`config.mk`:
```
export PLATFORM = sky130hd
export DESIGN_NAME = ona_alu
export DESIGN_NICKNAME = d
export VERILOG_FILES = /design/src/rtl/ona_pkg.sv /design/src/rtl/ona_deliver.sv /design/src/rtl/ona_addcore.sv /design/src/rtl/ona_clamp.sv /design/src/rtl/ona_alu.sv
export SDC_FILE = /design/constraint.sdc
export NUM_CORES = 1
export LEC_CHECK = 0
export BUFFER_PORTS_ARGS = -buffer_cell sky130_fd_sc_hd__buf_4
export CORE_ASPECT_RATIO = 0.6
export CORE_MARGIN = 3
export CORE_UTILIZATION = 30
export CTS_CLUSTER_DIAMETER = 80
export DETAILED_ROUTE_END_ITERATION = 10
export PLACE_DENSITY = 0.43
export SLEW_MARGIN = 20
export SYNTH_ARGS = -nofsm -noshare
export SYNTH_HDL_FRONTEND = slang
export SYNTH_SLANG_ARGS = --single-unit
```
`constraint.sdc`:
```
create_clock -name clk_i -period 0.96 [get_ports clk_i]
set_input_delay 0.288 -clock clk_i [delete_from_list [all_inputs] [get_ports clk_i]]
set_output_delay 0.288 -clock clk_i [all_outputs]
set_load 0.01 [all_outputs]
```
`src/rtl/ona_pkg.sv`:
```
package ona_pkg;
   typedef enum logic [3:0] {
      OP_ADD  = 4'd0,
      OP_SUB  = 4'd1,
      OP_RSUB = 4'd2,
      OP_AND  = 4'd3,
      OP_OR   = 4'd4,
      OP_XOR  = 4'd5,
      OP_MINS = 4'd6,
      OP_MAXS = 4'd7,
      OP_MINU = 4'd8,
      OP_MAXU = 4'd9,
      OP_TADD = 4'd10,
      OP_TSUB = 4'd11
   } ona_op_e;

   localparam logic [1:0] MOD_PASS = 2'd0;
   localparam logic [1:0] MOD_INV  = 2'd1;
   localparam logic [1:0] MOD_NEG  = 2'd2;

   localparam logic [2:0] AM_WRAP   = 3'd0;
   localparam logic [2:0] AM_TRAP_S = 3'd1;
   localparam logic [2:0] AM_TRAP_U = 3'd2;
   localparam logic [2:0] AM_SAT_S  = 3'd3;
   localparam logic [2:0] AM_SAT_U  = 3'd4;
endpackage

```
`src/rtl/ona_deliver.sv`:
```
module ona_deliver
   import ona_pkg::*;
#(
   parameter int W = 64
) (
   input  logic [W-1:0] d_i,
   input  logic [1:0]   mod_i,
   output logic [W-1:0] d_o
);
   logic          flip;
   logic [W-1:0]  masked;

   always_comb begin
      flip   = (mod_i == MOD_INV) || (mod_i == MOD_NEG);
      masked = d_i ^ {W{flip}};
      d_o    = masked + {{(W-1){1'b0}}, (mod_i == MOD_NEG)};
   end
endmodule

```
`src/rtl/ona_addcore.sv`:
```
module ona_addcore #(
   parameter int W = 64
) (
   input  logic [W-1:0] x_i,
   input  logic [W-1:0] y_i,
   input  logic         cin_i,
   output logic [W-1:0] sum_o,
   output logic         cout_o,
   output logic         sov_o
);
   always_comb begin
      {cout_o, sum_o} = {1'b0, x_i} + {1'b0, y_i} + {{W{1'b0}}, cin_i};
      sov_o = (x_i[W-1] == y_i[W-1]) && (sum_o[W-1] != x_i[W-1]);
   end
endmodule

```
`src/rtl/ona_clamp.sv`:
```
module ona_clamp
   import ona_pkg::*;
#(
   parameter int W = 64
) (
   input  logic [W-1:0] sum_i,
   input  logic         sov_i,
   input  logic         uov_i,
   input  logic         xsign_i,
   input  logic         is_sub_i,
   input  logic         is_arith_i,
   input  logic [2:0]   mode_i,
   output logic [W-1:0] r_o,
   output logic         trap_o
);
   localparam logic [W-1:0] SMAX = {1'b0, {(W-1){1'b1}}};
   localparam logic [W-1:0] SMIN = {1'b1, {(W-1){1'b0}}};

   always_comb begin
      r_o    = sum_i;
      trap_o = 1'b0;
      if (is_arith_i) begin
         unique case (mode_i)
            AM_TRAP_S: trap_o = sov_i;
            AM_TRAP_U: trap_o = uov_i;
            AM_SAT_S:  if (sov_i) r_o = xsign_i ? SMIN : SMAX;
            AM_SAT_U:  if (uov_i) r_o = is_sub_i ? '0 : '1;
            default:   r_o = sum_i;
         endcase
      end
   end
endmodule

```
`src/rtl/ona_alu.sv`:
```
module ona_alu
   import ona_pkg::*;
#(
   parameter int W = 64
) (
   input  logic         clk_i,
   input  logic         rst_ni,
   input  logic         valid_i,
   input  logic [3:0]   op_i,
   input  logic [W-1:0] a_i,
   input  logic [W-1:0] b_i,
   input  logic [1:0]   amod_i,
   input  logic [1:0]   bmod_i,
   input  logic [1:0]   rmod_i,
   input  logic [2:0]   mode_i,
   input  logic [3:0]   tiny_i,
   output logic         valid_o,
   output logic [W-1:0] res_o,
   output logic         trap_o,
   output logic         eq_o,
   output logic         gts_o,
   output logic         gtu_o
);
   localparam int NOPD = 2;
   localparam int TW   = 5;

   if (W < 8) begin : g_width_check
      $error("ona_alu: W must be at least 8");
   end

   logic [NOPD-1:0][W-1:0] raw, dlv;
   logic [NOPD-1:0][1:0]   mods;
   assign raw  = {b_i, a_i};
   assign mods = {bmod_i, amod_i};

   for (genvar k = 0; k < NOPD; k++) begin : g_opnd
      ona_deliver #(.W(W)) u_dlv (.d_i(raw[k]), .mod_i(mods[k]), .d_o(dlv[k]));
   end

   logic [W-1:0] p, q, tval;
   assign p = dlv[0];
   assign q = dlv[1];
   assign tval = (tiny_i == 4'd0) ? W'(5'd16) : W'({{(TW-4){1'b0}}, tiny_i});

   ona_op_e      op;
   logic [W-1:0] ax, ay;
   logic         acin, is_sub, is_arith;

   always_comb begin
      op       = ona_op_e'(op_i);
      ax       = p;
      ay       = q;
      acin     = 1'b0;
      is_sub   = 1'b0;
      is_arith = 1'b1;
      case (op)
         OP_ADD:  ;
         OP_SUB:  begin ay = ~q; acin = 1'b1; is_sub = 1'b1; end
         OP_RSUB: begin ax = ~p; acin = 1'b1; is_sub = 1'b1; end
         OP_TADD: ay = tval;
         OP_TSUB: begin ay = ~tval; acin = 1'b1; is_sub = 1'b1; end
         default: is_arith = 1'b0;
      endcase
   end

   logic [W-1:0] asum, dsum;
   logic         acout, asov, dcout, dsov;

   ona_addcore #(.W(W)) u_arith (
      .x_i(ax), .y_i(ay), .cin_i(acin),
      .sum_o(asum), .cout_o(acout), .sov_o(asov));

   ona_addcore #(.W(W)) u_cmp (
      .x_i(p), .y_i(~q), .cin_i(1'b1),
      .sum_o(dsum), .cout_o(dcout), .sov_o(dsov));

   logic eq_c, gts_c, gtu_c, uov;
   always_comb begin
      eq_c  = (dsum == '0);
      gtu_c = dcout && !eq_c;
      gts_c = !(dsum[W-1] ^ dsov) && !eq_c;
      uov   = is_sub ? !acout : acout;
   end

   logic [W-1:0] arith_r, pre_r, fin_r;
   logic         trap_c;

   ona_clamp #(.W(W)) u_clamp (
      .sum_i(asum), .sov_i(asov), .uov_i(uov), .xsign_i(ax[W-1]),
      .is_sub_i(is_sub), .is_arith_i(is_arith), .mode_i(mode_i),
      .r_o(arith_r), .trap_o(trap_c));

   always_comb begin
      case (op)
         OP_AND:  pre_r = p & q;
         OP_OR:   pre_r = p | q;
         OP_XOR:  pre_r = p ^ q;
         OP_MINS: pre_r = gts_c ? q : p;
         OP_MAXS: pre_r = gts_c ? p : q;
         OP_MINU: pre_r = gtu_c ? q : p;
         OP_MAXU: pre_r = gtu_c ? p : q;
         default: pre_r = is_arith ? arith_r : '0;
      endcase
   end

   ona_deliver #(.W(W)) u_rdlv (.d_i(pre_r), .mod_i(rmod_i), .d_o(fin_r));

   always_ff @(posedge clk_i or negedge rst_ni) begin
      if (!rst_ni) begin
         valid_o <= 1'b0;
         trap_o  <= 1'b0;
         res_o   <= '0;
         eq_o    <= 1'b0;
         gts_o   <= 1'b0;
         gtu_o   <= 1'b0;
      end else begin
         valid_o <= valid_i;
         trap_o  <= valid_i && trap_c;
         if (valid_i) begin
            res_o <= fin_r;
            eq_o  <= eq_c;
            gts_o <= gts_c;
            gtu_o <= gtu_c;
         end
      end
   end
endmodule

```
# Yosys cells after proc, flatten, opt, wreduce, memory -nomap -nowiden
# Index checks and enable logic that the tools add are counted.
# word_totals
register_bits,69
in_bits,148
out_inout_bits,69
wordCells,83
# classes
n_addsub,7
n_eq_ne,25
n_mux,19
bitwise,10
reduce_logical,16
# ops
op,count
64-bit two-way mux,10
64-bit one-hot mux with 7 select lines,1
64-bit bitwise XOR,4
64-bit by 1-bit adder with 64-bit output,3
64-bit one-hot mux with 3 select lines,1
64-bit by 64-bit adder with 65-bit output,2
64-bit NOT,2
64-bit one-hot mux with 2 select lines,1
65-bit by 1-bit adder with 65-bit output,1
"65-bit by 1-bit adder with 65-bit output, second input constant",1
64-bit bitwise AND,1
64-bit zero test,1
5-bit NOT with 64-bit output,1
64-bit bitwise OR,1
"4-bit by 3-bit == test with 1-bit output, second input constant",4
"4-bit == test, second input constant",4
"4-bit by 2-bit == test with 1-bit output, second input constant",2
4-bit zero test,2
"2-bit by 1-bit == test with 1-bit output, second input constant",3
"2-bit == test, second input constant",3
"3-bit by 2-bit == test with 1-bit output, second input constant",2
1-bit logical AND,5
5-bit two-way mux,1
5-bit OR reduction,1
11 further kinds,20

# Longest topological paths before layout
# Gate-level depths: netlist of the first run.
# depth
word_depth,16
ltp_mapped,56
depth_no_buf,43

# Modules after synthesis
# Synthesis of the first run repeated with hierarchy kept, for this count alone.
# unflattened
cells_unflattened,3950
area_unflattened_um2,27538.9
# by_module_without_submodules
mod,instances,cells_per_inst,area_per_inst_um2,seq_area_each_um2
ona_alu,1,1215,9365.2,1726.7
ona_deliver,3,449,2942.8,0.0
ona_addcore (u_cmp),1,601,4057.6,0.0
ona_addcore (u_arith),1,548,3747.3,0.0
ona_clamp,1,239,1540.2,0.0

# Least setup slack after synthesis of the first run
# OpenSTA, ideal clock, no wires.
# synth_timing
path_type,input -> register
start,input amod_i[0]
end,register res_o[54]
setup_ns,0.125
arrival_time_ns,13.638
required_time_ns,0.835
setup_slack_ns,-12.802
path_stages,53
path_buffers,16
path_cell_list,inv_1 ha_1 buf_6 buf_2 buf_2 buf_6 buf_4 buf_4 buf_2 buf_1 clkbuf_1 buf_1 buf_1 xnor2_1 ha_1 o221ai_2 nand2b_1 nor3_1 [... 17 more ...] nor4_4 and4_1 buf_2 buf_1 buf_1 nor2_1 a221oi_1 xnor2_1 ha_1 ha_1 o211ai_1 or4_4 or3_4 or4_1 buf_2 or4_4 xor2_1 mux2_2
# synth_via
elab_chain_cells,16
elab_cells_between_ends,40
classes_between,add/sub (6); eq/ne (6); mux (12); bitwise (7); reduce/logical (9)
# synth_lines
element,line_no,text
"start, declared",ona_alu.sv:12,"input logic [1:0] amod_i,"
2-bit by 1-bit == test with 1-bit output or 2-bit == test (tied branches),"ona_deliver.sv:14, ona_deliver.sv:16",
1-bit logical OR,ona_deliver.sv:14,flip = (mod_i == MOD_INV) || (mod_i == MOD_NEG);
64-bit bitwise XOR,ona_deliver.sv:15,masked = d_i ^ {W{flip}};
64-bit by 1-bit adder with 64-bit output *,ona_deliver.sv:16,"d_o = masked + {{(W-1){1'b0}}, (mod_i == MOD_NEG)};"
64-bit NOT,ona_alu.sv:59,OP_RSUB: begin ax = ~p; acin = 1'b1; is_sub = 1'b1; end
64-bit two-way mux,ona_alu.sv:56,case (op)
64-bit by 64-bit adder with 65-bit output,ona_addcore.sv:12,"{cout_o, sum_o} = {1'b0, x_i} + {1'b0, y_i} + {{W{1'b0}}, cin_i};"
65-bit by 1-bit adder with 65-bit output,ona_addcore.sv:12,
1-bit zero test or 1-bit inequality test (tied branches),"ona_alu.sv:82, ona_addcore.sv:13",
1-bit two-way mux or 1-bit logical AND (tied branches),"ona_alu.sv:82, ona_addcore.sv:13",
64-bit two-way mux (on tied branches),"ona_clamp.sv:27, ona_clamp.sv:26",
64-bit one-hot mux with 2 select lines,ona_clamp.sv:23,unique case (mode_i)
64-bit two-way mux,ona_alu.sv:102,default: pre_r = is_arith ? arith_r : '0;
64-bit one-hot mux with 7 select lines *,ona_alu.sv:94,case (op)
64-bit bitwise XOR *,ona_deliver.sv:15,
64-bit by 1-bit adder with 64-bit output *,ona_deliver.sv:16,
"end signal, assigned",ona_alu.sv:120,res_o <= fin_r;
"end, declared",ona_alu.sv:18,"output logic [W-1:0] res_o,"
# Every way passes the cells marked *; elsewhere a longest branch is shown, timed or not.
# A chain may end at the register's enable or synchronous reset.

# Final worst setup path of the first run
# layout_timing
start,input bmod_i[1]
end,register res_o[54]
# layout_via
elab_chain_cells,16
elab_cells_between_ends,39
classes_between,add/sub (6); eq/ne (6); mux (11); bitwise (7); reduce/logical (9)
# layout_lines
element,line_no,text
"start, declared",ona_alu.sv:13,"input logic [1:0] bmod_i,"
2-bit by 1-bit == test with 1-bit output or 2-bit == test (tied branches),"ona_deliver.sv:14, ona_deliver.sv:16",
1-bit logical OR,ona_deliver.sv:14,
64-bit bitwise XOR,ona_deliver.sv:15,
64-bit by 1-bit adder with 64-bit output *,ona_deliver.sv:16,
64-bit NOT,"ona_alu.sv:58, ona_alu.sv:74",
64-bit one-hot mux with 3 select lines or 64-bit by 64-bit adder with 65-bit output (tied branches),"ona_alu.sv:56, ona_addcore.sv:12",
64-bit by 64-bit adder with 65-bit output or 65-bit by 1-bit adder with 65-bit output (tied branches),ona_addcore.sv:12,
65-bit by 1-bit adder with 65-bit output or 1-bit inequality test (tied branches),"ona_addcore.sv:12, ona_addcore.sv:13",
1-bit zero test (tied with other cells),ona_alu.sv:82,uov = is_sub ? !acout : acout;
1-bit two-way mux (tied with other cells),ona_alu.sv:82,
64-bit two-way mux (tied with other cells),ona_clamp.sv:27,AM_SAT_U: if (uov_i) r_o = is_sub_i ? '0 : '1;
64-bit one-hot mux with 2 select lines or 1-bit logical AND (tied branches),"ona_clamp.sv:23, ona_alu.sv:81",
64-bit two-way mux (on tied branches),"ona_alu.sv:102, ona_alu.sv:98, ona_alu.sv:99",
64-bit one-hot mux with 7 select lines *,ona_alu.sv:94,
64-bit bitwise XOR *,ona_deliver.sv:15,
64-bit by 1-bit adder with 64-bit output *,ona_deliver.sv:16,
# Marked as above.

==> out/qor.txt, run 1 <==
Initial Util = 30.6%
Async S/R FF share, synth = 100%
Routed WL = 199000 um
Worst hold stages = 3
Synthesized flop and latch total = 69
Worst EP arrival = 10.57 ns
Fin. max-slew vios = 0
Crit Path Class = input pin to flop
Gr ovfl total = 0
Pin count of the biggest net entering global routing = 46
Failing checks = setup timing
Psw = 41700 uW
Routability Congestion = 1.07
Non-filler cells in the finished layout = 7542
Sequential Power Share = 5.8%
Worst hold path type = input pin to flop
Fin. Hold Viols = 0
Worst R2R Path Depth = 2
Clock power frac = 4.9%
Switch share = 49.8%
Peak VDD IR = 0.00133 V
WL per Instance = 26.4 um
Synth-to-Final Area Change = 75.2%
H-Tree Depth = 3
CTS tree = done
Final HPWL DP = 174000 um
PwrDens = 1650 nW/um^2
Post-synthesis instance area = 29000 sq um
Cell depth of the worst setup path = 45
Antenna violations before repair = 4
Leak pwr = 0.0233 uW
GRT Overall Usage = 38.0%
Placeable Area = 94800 sq um
Outcome = finished with violations
Sequential area share after synthesis = 5.96%
Register clock-pin slew on the reported worst setup and hold paths = 0.07 ns
Area of the die = 100000 sq um
Total power = 83800 uW
Setup WS post-layout = -9.36 ns
Drt drc = 0
Via count = 42600
Post-route ant nets = 0
Initial DRC Count = 5003
Final setup vio count = 137
Mapped Nets = 4523
Crit start category = input pin
Distinct cells, synth = 127
Worst Skew = 0 ns
RSZ-0062 raised after global routing = true
Row count = 87
First-pass GRT wire length = 282000 um
Die extent in x = 407 um
Most frequent CP cell = buf_4
CP max stage cell = or4_4
Critical Path RT = 1.21 ns
Period utilisation layout = 1070%
Pre-antenna DRT Iters = 5
Via density = 5.65
Yosys warning count = 0
Fin util = 53.5%
Number of buffers on the longest clock path = 2
Max-slew headroom = 37.1%
Final hold slack = 0.211 ns
Layout cells sized above 1 = 45.6%
Syn Inst Count = 4163
CP max FO = 10
I/O pin cnt = 217
EDFF count, synth = 0
Port bufs = 216
Sink Count = 69
Number of global-route vias before repair = 39800
Fin Setup TNS = -591.77 ns
Clock latency on the worst-skew pair = 0.36 ns
Internal power = 42100 uW
Min Tclk post-route = 10.32 ns
Highest clock rate = 96.9 MHz
Root buffer cell = clkbuf_16
Comb pwr share = 89.3%
Critical path buffers and inverters = 11
Max-cap viol count = 0
Critical Path Sink Type = flop
Critical path's largest stage delay = 0.59 ns
CTS Buf Count = 9
Mean cell area of the mapped netlist = 6.96 sq um
CP top delay family = simple AND/OR/NAND/NOR gates
Die Y = 247 um
Nets = 6606
Top FF cell, synth = dfrtp_1
Worst-Margin Slew = 0.936 ns
Placed cell count = 7413
==> repair_timing <==
item	4_1_cts	5_1_grt
resized for setup	418	85
buffers inserted	118	18
hold buffers	1	0
gates cloned	2	0
pin swaps	109	43
endpoints found under the hold margin	8	0
setup endpoints to repair	137	137
==> layout make-up <==
cell class | count | area (sq um)
Clock inverter | 6 | 109
Sequential cell | 69 | 1730
Tap cell | 1290 | 1610
Inverter | 199 | 749
Fill cell | 9323 | 44100
Multi-Input combinational cell | 3657 | 27800
Timing Repair Buffer | 2310 | 18500
Clock buffer | 10 | 239
Antenna cell | 1 | 2.50
==> final timing paths <==
| check | slack, ns | start | endpoint |
|---|---|---|---|
| worst max-delay path | -9.36 | bmod_i[1] | res_o[54] |
| worst min-delay path | 0.21 | mode_i[2] | trap_o |
| worst max register to register | 0.04 | res_o[16] | res_o[16] |
| worst min register to register | 0.53 | res_o[8] | res_o[8] |
| max in group asynchronous | 0.11 | rst_ni | res_o[6] |
| min in group asynchronous | 0.37 | rst_ni | res_o[59] |
==> synth_stat cells (72+ instances only) <==
master / instances / area share [%]
nand3_1: 147 / 2.5
a21oi_1: 260 / 4.5
clkbuf_1: 160 / 2.1
o21ai_0: 258 / 4.5
nand2_1: 400 / 5.2
xnor2_1: 349 / 11
nor3_1: 140 / 2.4
a21o_1: 72 / 1.9
inv_1: 192 / 2.5
ha_1: 209 / 9.0
nor2_1: 302 / 3.9
o22ai_1: 99 / 2.1
o211ai_1: 79 / 2.0
xor2_1: 120 / 3.6
==> kinds of logic after synthesis <==
logic type                 count (synthesis)  synth area share [%]
and+or+nand+nor                         1552                  27.7
muxes                                    109                  4.07
adders and majority gates                218                  9.45
DFF                                       69                  5.96
buffers and inverters                    437                  6.24
xor gates and xnor gates                 499                  16.4
AOI/OAI and AO/OA                       1279                  30.2
==> registers in the layout (all words and copies together), names as in the netlist <==
register	cells
trap_o	1
gts_o	1
gtu_o	1
valid_o	1
res_o	64
eq_o	1
==> power groups by stage <==
stage	Clock, uW	Sequential, uW	Combinational, uW
6_report	4130	4870	74800
5_1_grt	4340	5000	78700
4_1_cts	4170	4860	72100
3_5_place_dp	0	4710	68200
3_3_place_gp	0	4660	68400
2_1_floorplan	0	5140	29700
==> worst min-delay path: cells and delay by family <==
family	cells	cell delay (ns)
buffers and inverters	2	0.20
and+or+nand+nor	1	0.05
==> routing by layer <==
metal  track usage (%)  wire length (um)  up-vias
met5                 0                15        -
met4              7.65              4730        2
met3              10.5             22600      170
met2              51.5             75200     1933
met1              58.2             96500    20800
li1                  -                 -    19700
==> per-stage QoR <==
stage	area, sq um	setup slack, ns
floorplan	29800	-9.91
global placement	47200	-10.10
detailed placement	47200	-10.25
CTS	50200	-9.15
global route	50700	-9.52
finish	50800	-9.36
==> layout by cell type (no fill, tap or decap), types with 47 or more instances in the layout <==
| cell | instances |
|---|---|
| ha_1 | 187 |
| buf_12 | 47 |
| o21ai_0 | 233 |
| inv_1 | 178 |
| nand3_1 | 137 |
| buf_4 | 2135 |
| nand2_1 | 387 |
| xnor2_1 | 318 |
| buf_6 | 117 |
| o22ai_1 | 86 |
| o211ai_1 | 79 |
| a21oi_1 | 244 |
| nor3_1 | 116 |
| mux2_2 | 50 |
| xor2_1 | 115 |
| a21o_1 | 71 |
| or3_1 | 51 |
| dfrtp_1 | 69 |
| nor2_1 | 276 |
| nand4_1 | 69 |
No activity file was read; power rests on OpenSTA's default activity.
==> run 2, diff against run 1 <==
- SETUP_SLACK_MARGIN: unset -> 0.3
==> run 2 against run 1 <==
The run ends with hold timing, setup timing left. Setup slack worse by 0.073 ns. Sequential share of layout area barely moved. Clock skew unchanged. Cell area increased by 0.41%. Die area did not move. Register-to-register slack better by 0.05 ns. Via count is 0.14% higher. Non-clock buffer count up 12. Combinational power is essentially flat. Hold slack worse by 0.44 ns. Critical path depth is 3 higher. Clock-buffer cell count did not move.
==> out/qor.txt, run 2 (synthesis gave the netlist of run 1 again) <==
Layout fillers = 9277
Outcome = finished with violations
Layout cells sized above 1 = 45.6%
Port bufs = 216
Root buffer cell = clkbuf_16
Placeable Area = 94800 sq um
Nets = 6618
Antenna violations before repair = 7
Post-route ant nets = 0
Drt drc = 0
Number of global-route vias before repair = 39600
Initial Util = 30.6%
Most frequent cells in the layout = 2130 x buf_4, 384 x nand2_1, 322 x xnor2_1
Leak pwr = 0.0233 uW
Routed WL = 199000 um
Die extent in x = 407 um
Routability Congestion = 1.07
Fin. max-slew vios = 0
Critical Path RT = 1.21 ns
Post-place setup slack = -10.25 ns
Final setup vio count = 137
H-Tree Depth = 3
Pin count of the biggest net entering global routing = 46
Period utilisation layout = 1080%
Failing checks = hold timing, setup timing
Peak VDD IR = 0.00150 V
Worst hold path type = input pin to asynchronous set/reset pin
Gr ovfl total = 0
Reg with most FFs = res_o
Clock latency on the worst-skew pair = 0.36 ns
Min Tclk post-route = 10.39 ns
Critical Path Sink Type = flop
PwrDens = 1640 nW/um^2
Placed cell count = 7413
Total power = 83600 uW
Fin. Hold Viols = 8
Worst Skew = 0 ns
Via count = 42700
Max-slew headroom = 42.4%
Highest clock rate = 96.2 MHz
Most frequent CP cell = buf_6
Max FFs per register = 64
Max-cap viol count = 0
CTS tree = done
Number of buffers on the longest clock path = 2
Pre-antenna DRT Iters = 6
Final hold slack = -0.229 ns
WL per Instance = 26.4 um
Synth-to-Final Area Change = 75.9%
Worst EP arrival = 10.64 ns
CP max stage cell = or4_4
Area of the die = 100000 sq um
Setup WS post-layout = -9.43 ns
Final HPWL DP = 174000 um
Via density = 5.65
Worst-Margin Slew = 0.858 ns
Die Y = 247 um
Fin util = 53.7%
Crit Path Class = input pin to flop
Worst R2R Path Depth = 2
Most common cell after layout, fill and taps aside = buf_4
I/O pin cnt = 217
Non-filler cells in the finished layout = 7558
CTS Buf Count = 9
CP max FO = 6
Crit start category = input pin
First-pass GRT wire length = 280000 um
Sink Count = 69
Row count = 87
Register clock-pin slew on the reported worst setup and hold paths = 0.07 ns
GRT Overall Usage = 37.9%
RSZ-0062 raised after global routing = true
Critical path's largest stage delay = 0.58 ns
Initial DRC Count = 5347
## run 2: changes by cell type in the layout (fill, tap and decap cells not counted), moves of 4 or more
| cell | previous run | this run |
|---|---|---|
| diode_2 | 1 | 5 |
| nor3_1 | 116 | 112 |
| nor4_2 | 19 | 12 |
| xnor2_1 | 318 | 322 |
| o21ai_1 | 31 | 26 |
| inv_2 | 18 | 14 |
| nor4_1 | 40 | 45 |
| buf_6 | 117 | 134 |
| buf_4 | 2135 | 2130 |
## run 2: final timing paths
check / slack, ns / startpoint / to
max: -9.43 / amod_i[0] / res_o[54]
min: -0.23 / rst_ni / res_o[61]
max reg2reg: 0.09 / gts_o / gts_o
min reg2reg: 0.52 / res_o[41] / res_o[41]
max in group asynchronous: 0.70 / rst_ni / res_o[6]
min in group clk_i: 0.20 / mode_i[2] / trap_o
## run 2: cell type report
class                           instances  area [sq um]  share of cell area, %
Antenna cell                            5          12.5                 0.0246
Clock buffer                           10           239                  0.469
Clock inverter                          6           109                  0.214
Inverter                              199           754                   1.48
Multi-Input combinational cell       3657         27900                   54.7
Sequential cell                        69          1730                   3.39
Tap cell                             1290          1610                   3.17
Timing Repair Buffer                 2322         18700                   36.6
## run 2: stage by stage
step	instance area (sq um)	TNS (ns)
after floorplan	29800	-578.89
after global routing	50900	-610.25
after detailed placement	47200	-635.06
after CTS	49600	-579.11
final	51000	-593.77
after global placement	47200	-627.71
## run 2: per-layer routing
layer,up-vias,GRT usage (%),share of wire [%]
li1,19700,-,-
met1,20700,58.3,48
met2,2060,51.4,38
met3,156,10.3,12
met4,6,7.08,2.2
met5,-,0,0.021
## run 2: worst max-delay path: cells and delay by family
| kind | cells | cell delay (ns) |
|---|---|---|
| AOI/OAI and AO/OA | 12 | 2.66 |
| xor gates and xnor gates | 2 | 0.32 |
| adders and majority gates | 2 | 0.60 |
| buffers and inverters | 15 | 1.71 |
| muxes | 2 | 0.56 |
| and+or+nand+nor | 15 | 4.45 |
## run 2: timing repair
| action | CTS | global route |
|---|---|---|
| endpoints found under the setup margin | 137 | 137 |
| hold endpoints to repair | 8 | 8 |
| setup buffers | 76 | 45 |
| pin swaps | 90 | 75 |
| gates cloned | 2 | 1 |
| gates resized for setup | 321 | 206 |
## run 2: report_power, final
part / internal, uW / leakage [uW] / total, uW / switching [uW]
logic: 35300 / 0.0224 / 74600 / 39300
clock network: 2610 / 0.000173 / 4110 / 1500
registers: 4040 / 0.000813 / 4880 / 847
